===== config.mk =====
export PLATFORM = sky130hd
export DESIGN_NAME = bus_byte_sniffer
export DESIGN_NICKNAME = d
export VERILOG_FILES = /design/src/rtl/sniff_pkg.sv /design/src/rtl/sniff_sync.sv /design/src/rtl/sniff_ctrl.sv /design/src/rtl/sniff_shifter.sv /design/src/rtl/bus_byte_sniffer.sv
export SDC_FILE = /design/constraint.sdc
export NUM_CORES = 1
export LEC_CHECK = 0
export BUFFER_PORTS_ARGS = -buffer_cell sky130_fd_sc_hd__buf_2
export CORE_MARGIN = 2
export CORE_UTILIZATION = 40
export CTS_CLUSTER_DIAMETER = 40
export DETAILED_ROUTE_END_ITERATION = 7
export GPL_TIMING_DRIVEN = 0
export PLACE_DENSITY_LB_ADDON = 0.3
export SKIP_CTS_REPAIR_TIMING = 1
export SLEW_MARGIN = 20
export SYNTH_ARGS = -nofsm -noshare
export SYNTH_HDL_FRONTEND = slang
export SYNTH_SLANG_ARGS = --single-unit

===== constraint.sdc =====
create_clock -name clk -period 1.69 [get_ports clk]
set_input_delay 0.338 -clock clk [delete_from_list [all_inputs] [get_ports clk]]
set_output_delay 0.338 -clock clk [all_outputs]
set_load 0.05 [all_outputs]

===== src/rtl/sniff_pkg.sv =====
package sniff_pkg;

    typedef enum logic [1:0] {
        ST_WAIT_RST_LOW = 2'd0,
        ST_WAIT_PWR     = 2'd1,
        ST_WAIT_CLK_LOW = 2'd2,
        ST_CAPTURE      = 2'd3
    } arm_state_e;

    localparam int unsigned SYNC_BITS = 4;
    localparam int unsigned SB_CLK  = 3;
    localparam int unsigned SB_DATA = 2;
    localparam int unsigned SB_RST  = 1;
    localparam int unsigned SB_PWR  = 0;

endpackage


===== src/rtl/sniff_sync.sv =====
module sniff_sync #(
    parameter int unsigned            WIDTH   = 4,
    parameter int unsigned            STAGES  = 2,
    parameter logic [WIDTH-1:0]       RST_VAL = '0
) (
    input  logic             clk,
    input  logic             rst,
    input  logic [WIDTH-1:0] async_in,
    output logic [WIDTH-1:0] sync_out
);

    for (genvar gi = 0; gi < WIDTH; gi++) begin : g_bit
        logic [STAGES-1:0] chain_d;
        logic [STAGES-1:0] chain_q;

        always_comb begin
            chain_d = {chain_q[STAGES-2:0], async_in[gi]};
        end

        always_ff @(posedge clk) begin
            if (rst) chain_q <= {STAGES{RST_VAL[gi]}};
            else     chain_q <= chain_d;
        end

        assign sync_out[gi] = chain_q[STAGES-1];
    end

endmodule


===== src/rtl/sniff_ctrl.sv =====
module sniff_ctrl
    import sniff_pkg::*;
(
    input  logic clk,
    input  logic rst,
    input  logic bus_rst_s,
    input  logic bus_pwr_s,
    input  logic bus_clk_s,
    output logic armed
);

    typedef struct packed {
        arm_state_e state;
    } ctrl_t;

    ctrl_t ctrl_d, ctrl_q;
    logic  qual_lost;

    always_comb begin
        qual_lost = bus_rst_s || !bus_pwr_s;
        ctrl_d    = ctrl_q;
        unique case (ctrl_q.state)
            ST_WAIT_RST_LOW: begin
                if (!bus_rst_s) ctrl_d.state = ST_WAIT_PWR;
            end
            ST_WAIT_PWR: begin
                if (bus_rst_s)      ctrl_d.state = ST_WAIT_RST_LOW;
                else if (bus_pwr_s) ctrl_d.state = ST_WAIT_CLK_LOW;
            end
            ST_WAIT_CLK_LOW: begin
                if (qual_lost)       ctrl_d.state = ST_WAIT_RST_LOW;
                else if (!bus_clk_s) ctrl_d.state = ST_CAPTURE;
            end
            ST_CAPTURE: begin
                if (qual_lost) ctrl_d.state = ST_WAIT_RST_LOW;
            end
            default: ctrl_d.state = ST_WAIT_RST_LOW;
        endcase
    end

    always_ff @(posedge clk) begin
        if (rst) ctrl_q.state <= ST_WAIT_RST_LOW;
        else     ctrl_q       <= ctrl_d;
    end

    assign armed = (ctrl_q.state == ST_CAPTURE);

    assert_abort_on_qual_R6: assert property (@(posedge clk) disable iff (rst)
        (ctrl_q.state == ST_CAPTURE && (bus_rst_s || !bus_pwr_s))
            |=> (ctrl_q.state == ST_WAIT_RST_LOW));

    assert_arm_after_clk_low_R5: assert property (@(posedge clk) disable iff (rst)
        $rose(armed) |-> $past(!bus_clk_s));

    assert_no_arm_in_reset_R4: assert property (@(posedge clk) disable iff (rst)
        $rose(armed) |-> $past(!bus_rst_s && bus_pwr_s));

    assert_sys_reset_idle_R8: assert property (@(posedge clk)
        rst |=> (ctrl_q.state == ST_WAIT_RST_LOW));

endmodule


===== src/rtl/sniff_shifter.sv =====
module sniff_shifter #(
    parameter int unsigned BYTE_W = 8
) (
    input  logic              clk,
    input  logic              rst,
    input  logic              enable,
    input  logic              bus_clk_s,
    input  logic              bus_data_s,
    input  logic              tx_busy,
    output logic              byte_valid,
    output logic [BYTE_W-1:0] byte_out,
    output logic              overrun
);

    localparam int unsigned CNT_W = $clog2(BYTE_W);
    localparam logic [CNT_W-1:0] LAST_BIT = CNT_W'(BYTE_W - 1);

    typedef struct packed {
        logic [BYTE_W-1:0] shreg;
        logic [CNT_W-1:0]  cnt;
        logic              prev_clk;
        logic              valid;
        logic [BYTE_W-1:0] data;
        logic              ovr;
    } shift_t;

    shift_t            sh_d, sh_q;
    logic              rise;
    logic [BYTE_W-1:0] assembled;

    always_comb begin
        rise      = bus_clk_s && !sh_q.prev_clk;
        assembled = {sh_q.shreg[BYTE_W-2:0], bus_data_s};
        sh_d          = sh_q;
        sh_d.prev_clk = bus_clk_s;
        sh_d.valid    = 1'b0;
        if (!enable) begin
            sh_d.shreg = '0;
            sh_d.cnt   = '0;
            sh_d.ovr   = 1'b0;
        end else if (rise) begin
            sh_d.shreg = assembled;
            if (sh_q.cnt == LAST_BIT) begin
                sh_d.cnt   = '0;
                sh_d.valid = 1'b1;
                sh_d.data  = ~assembled;
                if (tx_busy) sh_d.ovr = 1'b1;
            end else begin
                sh_d.cnt = sh_q.cnt + 1'b1;
            end
        end
    end

    always_ff @(posedge clk) begin
        if (rst) begin
            sh_q.shreg    <= '0;
            sh_q.cnt      <= '0;
            sh_q.prev_clk <= 1'b0;
            sh_q.valid    <= 1'b0;
            sh_q.data     <= '0;
            sh_q.ovr      <= 1'b0;
        end else begin
            sh_q <= sh_d;
        end
    end

    assign byte_valid = sh_q.valid;
    assign byte_out   = sh_q.data;
    assign overrun    = sh_q.ovr;

    assert_count_cleared_R6: assert property (@(posedge clk) disable iff (rst)
        !enable |=> (sh_q.cnt == '0));

    assert_overrun_cause_R7: assert property (@(posedge clk) disable iff (rst)
        $rose(overrun) |-> ($past(tx_busy) && byte_valid));

    assert_valid_one_cycle_R1: assert property (@(posedge clk) disable iff (rst)
        byte_valid |=> !byte_valid);

    assert_data_stable_R3: assert property (@(posedge clk) disable iff (rst)
        !byte_valid |-> $stable(byte_out));

endmodule


===== src/rtl/bus_byte_sniffer.sv =====
module bus_byte_sniffer
    import sniff_pkg::*;
#(
    parameter int unsigned BYTE_W      = 8,
    parameter int unsigned SYNC_STAGES = 2
) (
    input  logic              clk,
    input  logic              rst,
    input  logic              bus_clk,
    input  logic              bus_data,
    input  logic              bus_rst,
    input  logic              bus_pwr,
    input  logic              tx_busy,
    output logic              out_valid,
    output logic [BYTE_W-1:0] out_byte,
    output logic              overrun,
    output logic              armed
);

    localparam logic [SYNC_BITS-1:0] SYNC_RST = SYNC_BITS'(1) << SB_RST;

    logic [SYNC_BITS-1:0] raw_w;
    logic [SYNC_BITS-1:0] sync_w;
    logic                 armed_w;

    always_comb begin
        raw_w         = '0;
        raw_w[SB_CLK]  = bus_clk;
        raw_w[SB_DATA] = bus_data;
        raw_w[SB_RST]  = bus_rst;
        raw_w[SB_PWR]  = bus_pwr;
    end

    sniff_sync #(
        .WIDTH   (SYNC_BITS),
        .STAGES  (SYNC_STAGES),
        .RST_VAL (SYNC_RST)
    ) u_sync (
        .clk      (clk),
        .rst      (rst),
        .async_in (raw_w),
        .sync_out (sync_w)
    );

    sniff_ctrl u_ctrl (
        .clk       (clk),
        .rst       (rst),
        .bus_rst_s (sync_w[SB_RST]),
        .bus_pwr_s (sync_w[SB_PWR]),
        .bus_clk_s (sync_w[SB_CLK]),
        .armed     (armed_w)
    );

    sniff_shifter #(
        .BYTE_W (BYTE_W)
    ) u_shift (
        .clk        (clk),
        .rst        (rst),
        .enable     (armed_w),
        .bus_clk_s  (sync_w[SB_CLK]),
        .bus_data_s (sync_w[SB_DATA]),
        .tx_busy    (tx_busy),
        .byte_valid (out_valid),
        .byte_out   (out_byte),
        .overrun    (overrun)
    );

    assign armed = armed_w;

    assert_valid_needs_arm_R9: assert property (@(posedge clk) disable iff (rst)
        out_valid |-> $past(armed_w));

endmodule


Word level (Yosys, flattened, before mapping)
Index checks and enable logic that the tools add are counted.

storage, ports and cells
  register bits = 31
  bits in latches = 0
  memories = 0
  RAM bits = 0
  bits in read-only memories = 0
  output and inout bits = 11

operators by class
  bitwise gates (word level) = 3
  $mul = 0
  mux-type cells = 10
  order comparisons = 0
  reduce and logical (&&, ||, !) cells = 10
  divide/modulo/power cells = 0
  shift-type cells = 0
  equal/unequal tests = 8
  $add $sub $neg = 1

operator list
  kind                                                             number
  2-bit two-way mux                                                6
  10-bit two-way mux                                               1
  8-bit NOT                                                        1
  2-bit one-hot mux with 4 select lines                            1
  3-bit AND reduction                                              2
  2-bit == test, second input constant                             2
  2-bit != test, second input constant                             2
  4-bit AND reduction                                              1
  3-bit by 1-bit adder with 3-bit output, second input constant    1
  3-bit == test, second input constant                             1
  3-bit two-way mux                                                1
  3-bit by 2-bit != test with 1-bit output, second input constant  1
  3-bit != test, second input constant                             1
  3-bit OR reduction                                               1
  2-bit by 1-bit == test with 1-bit output, second input constant  1
  1-bit logical NOT                                                2
  2-bit logical NOT                                                1
  1-bit NOT                                                        2
  2-bit OR reduction                                               1
  1-bit logical AND                                                1
  1-bit logical OR                                                 1
  1-bit two-way mux                                                1

Depth between registers and ports, before layout
  word-level depth = 4
  mapped depth = 6
  depth with buffers taken out = 5

Modules after synthesis
Synthesis repeated with hierarchy kept, for this count alone.

second synthesis, totals
  cells, all modules = 128
  area total of the unflattened synthesis = 1,182.4 um^2

modules (own cells, without submodules)
  module         times used  cells an instance  seq. area each (um^2)  area each (um^2)
  sniff_shifter  1           99                 420.4                  854.6
  sniff_sync     1           20                 160.2                  240.2
  sniff_ctrl     1           9                  40.0                   87.6

Worst setup path before layout
Ideal clock, no wire load.

  path type = register to register
  from = register u_shift.sh_q[11] in the netlist's numbering
  to = register u_shift.sh_q (netlist bit u_shift.byte_out[5])
  buffers on the path = 2
  arrival = 1.479 ns
  clock period less this slack = 1.601 ns
  required time = 1.569 ns
  cell stages (with the launch flop) = 7
  slack = 0.089 ns
  path through = dfxtp_1 ha_1 ha_1 clkbuf_1 and3_4 buf_6 mux2_4

on the way
  word-level cells in the longest chain between the ends = 2

ends and longest elaborated chain
  item                           line                 text
  start: declaration             sniff_shifter.sv:27  shift_t sh_d, sh_q;
  3-bit == test                  sniff_shifter.sv:43  if (sh_q.cnt == LAST_BIT) begin
  3-bit AND reduction (no line)  n/a

No other way between the ends.
A chain may end at the register's enable or synchronous reset.

Worst setup path in the final report
  from = register u_ctrl.ctrl_q[1] in the netlist's numbering
  to = output port armed

on the way
  word-level cells in the longest chain between the ends = 1

ends and longest elaborated chain
  item                      line                    text
  start: declaration        sniff_ctrl.sv:16        ctrl_t ctrl_d, ctrl_q;
  start signal: assignment  sniff_ctrl.sv:43        else ctrl_q <= ctrl_d;
  2-bit == test             sniff_ctrl.sv:46        assign armed = (ctrl_q.state == ST_CAPTURE);
  end: declaration          bus_byte_sniffer.sv:17  output logic armed

No other way between the ends.

==> flow_summary.yaml <==
floorplan:
  die_area_um2: 3404
  ios: 18
  die_y_um: 58.34
  core-area_um2: 2781
  rows: 19
  start_util_pct: 42.47
  die_x_um: 58.34
synthesis:
  synth.yosys.warnings: 0
  ys_seq_elements: 31
  synthCells: 122
  syn-cell-area_um2: 1181
  ys_seq_area_share_pct: 52.54
  synth.avg_cell_area_um2: 9.681
  syn_nets: 131
  synthTopCellsByArea: "dfxtp_1, nand2_1, nor2b_1"
  ys_types: 22
  synth_area_leader_cell: "dfxtp_1"
  yosysTopAreaCellShare_pct: 52.54
run:
  cap_violations: 0
clock_network:
  cts.sinks: 31
  cts_root_buf: "clkbuf_4"
  cts_inserted_buffers: 5
  clk_pin_slew_ns: 0.08
  clkLatencyLatePin_ns: 0.32
  htree_levels: 2
  cts_buffer_depth: 2
  cts_tree: "yes"
finish:
  postLayoutCoreUtil_pct: 48.36
  final_cell_area_um2: 1345
  instances_no_fill: 175
  nets: 154
  area_growth_syn_to_layout_pct: 13.88
  antenna_cells: 0
  drive_above_1_share_pct: 30.56
route:
  via_count: 862
  drc: 0
  wl_per_cell_um: 11.02
  avgViaCountPerCell: 4.926
  dr.pass1.iters: 4
  routed_wl_um: 1928
  drtAntennaViolNets: 0
  drt_iter0_drc: 16
sta:
  finalCritPeriodShare_pct: 93.42
  relSlewSlack_pct: 75.30
  fin_hold_ws_ns: 0.1980
  grt_setup_unrepaired: "false"
  finalSetupViolCount: 0
  fin_setup_tns_ns: 0
  finalHoldViolCount: 0
  tightest_slew_ns: 0.3704
  maxSlewViolCount: 0
  skew_ns: 0.003482
  worst_slack_ns: 0.1113
  fin_crit_ns: 1.579
  fmax_ghz: 0.6334
power:
  clkPwrFrac_pct: 31.9
  power_density_nw_per_um2: 853.3
  p_leak_nw: 0.5336
  p_int_uw: 904.8
  ir_drop_uv: 494.9
  p_sw_uw: 242.9
  power.total_mw: 1.148
  p_sw_share_pct: 21.16
  combPwrFrac_pct: 3.3
  p_seq_share_pct: 64.8
place:
  dp_hpwl_um: 1423
  pre_cts_slack_ns: -0.07767
  placed_area_um2: 1305
  dpl.cell_count: 170
  portBuffers: 17
  finalWeightedCongestion: 0.7710
worst_setup_path:
  crit_required_ns: 1.35
  r2r_end: "u_shift.byte_out[5]"
  startpoint_type: "flip-flop"
  worstPathArrival_ns: 1.24
  critPathKind: "flip-flop to primary output"
  cp_max_fo: 9
  end_kind: "primary output"
  r2r_slack_ns: 0.13
  timing.rr.start: "u_shift.sh_q[11]"
  r2r_cells: 5
global_routing:
  grt_pass1_vias: 815
  grt-ovfl-total: 0
  grtUsageMet3_pct: 6.593
  grt_pass1_wl_um: 3450
  grt_max_degree: 11
  top_usage_layer: "met2"
  antenna_found_initial: 0
  grt_usage_pct: 13.72
  grt_use_met1_pct: 15.24
  grt_util_met2_pct: 22.31
min_path:
  hold_depth: 2
  hold_end: "u_sync.g_bit[1].chain_q[0]"
  hp-class: "input pin to flip-flop"
  hold_start: "bus_rst"
run_status:
  status: "finished, final reports clean"
==> flip-flops by register name, indices dropped and copies added, names as in the netlist <==
| name | cells |
|---|---|
| u_shift.byte_out | 8 |
| u_sync.g_bit.chain_q | 8 |
| u_shift.assembled | 7 |
| u_shift.sh_q | 4 |
| u_ctrl.ctrl_q | 2 |
| u_shift.byte_valid | 1 |
| u_shift.overrun | 1 |
==> per-layer routing <==
metal / routed length (µm) / part of all wire [%]
met1: 818 / 42
met2: 966 / 50
met3: 101 / 5.2
met4: 41 / 2.1
met5: 0 / 0
==> Yosys cell counts <==
cell / n
a211oi_1: 5
nor2_1: 7
and2_4: 1
and3_4: 1
mux2i_1: 1
nor4b_1: 1
buf_6: 3
nor3_1: 1
or2_2: 2
nand2b_1: 3
dfxtp_1: 31
buf_4: 8
ha_1: 2
mux2_4: 2
a21oi_1: 10
a31oi_1: 8
buf_1: 1
nor2b_1: 10
buf_2: 3
nand2_1: 19
clkbuf_1: 2
a211oi_2: 1
==> cells by family (layout without fill, tap and decap cells) <==
logic type | count (synthesis) | count (layout) | share of synthesized area [%]
adder cells (fa/ha/maj) | 2 | 2 | 2.118
flip-flops | 31 | 31 | 52.54
multiplexers | 3 | 3 | 3.390
AO/OA/AOI/OAI | 24 | 24 | 12.71
buffers and inverters | 17 | 39 | 10.17
AND/OR/NAND/NOR | 45 | 45 | 19.07
==> power groups by stage <==
stage,Clock (mW),Sequential [mW],Combinational [mW]
floorplan,0,0.760,0.0257
global placement,0,0.761,0.0378
detailed placement,0,0.761,0.0386
CTS,0.382,0.744,0.0386
global route,0.417,0.746,0.0436
finish,0.366,0.744,0.0377
==> how the worst max path moves through the flow <==
stage,start,endpoint,slack (ns),depth (start not counted)
6_report,u_ctrl.ctrl_q[1],armed,0.11,3
2_1_floorplan,u_shift.sh_q[11],u_shift.byte_out[5],0.09,6
5_1_grt,u_ctrl.ctrl_q[1],armed,0.05,3
3_3_place_gp,u_shift.sh_q[11],u_shift.byte_out[5],-0.06,6
3_5_place_dp,u_shift.sh_q[11],u_shift.byte_out[5],-0.08,6
4_1_cts,u_shift.sh_q[11],u_shift.byte_out[5],-0.10,6
==> critical path, stage by stage (launching register included) <==
cell	delay, ns
dfxtp_1	0.38
and2_4	0.16
buf_6	0.12
buf_2	0.26
==> cell type report <==
| cell class | count | area [µm²] |
|---|---|---|
| Timing Repair Buffer | 17 | 85.08 |
| Buffer | 16 | 116.4 |
| Sequential cell | 31 | 620.6 |
| Fill cell | 279 | 1436 |
| Multi-Input combinational cell | 74 | 442.9 |
| Tap cell | 31 | 38.79 |
| Clock buffer | 6 | 41.29 |
==> cells in the final DEF (no fill, tap or decap), drive strengths merged <==
| cell | Yosys | final |
|---|---|---|
| nor2 | 7 | 7 |
| nand2b | 3 | 3 |
| nor4b | 1 | 1 |
| nor3 | 1 | 1 |
| nor2b | 10 | 10 |
| a21oi | 10 | 10 |
| or2 | 2 | 2 |
| a211oi | 6 | 6 |
| a31oi | 8 | 8 |
| nand2 | 19 | 19 |
| and3 | 1 | 1 |
| mux2i | 1 | 1 |
| dfxtp | 31 | 31 |
| clkbuf | 2 | 7 |
| mux2 | 2 | 2 |
| ha | 2 | 2 |
| buf | 15 | 32 |
| and2 | 1 | 1 |
Note: power is estimated with default switching activity, not from simulation.
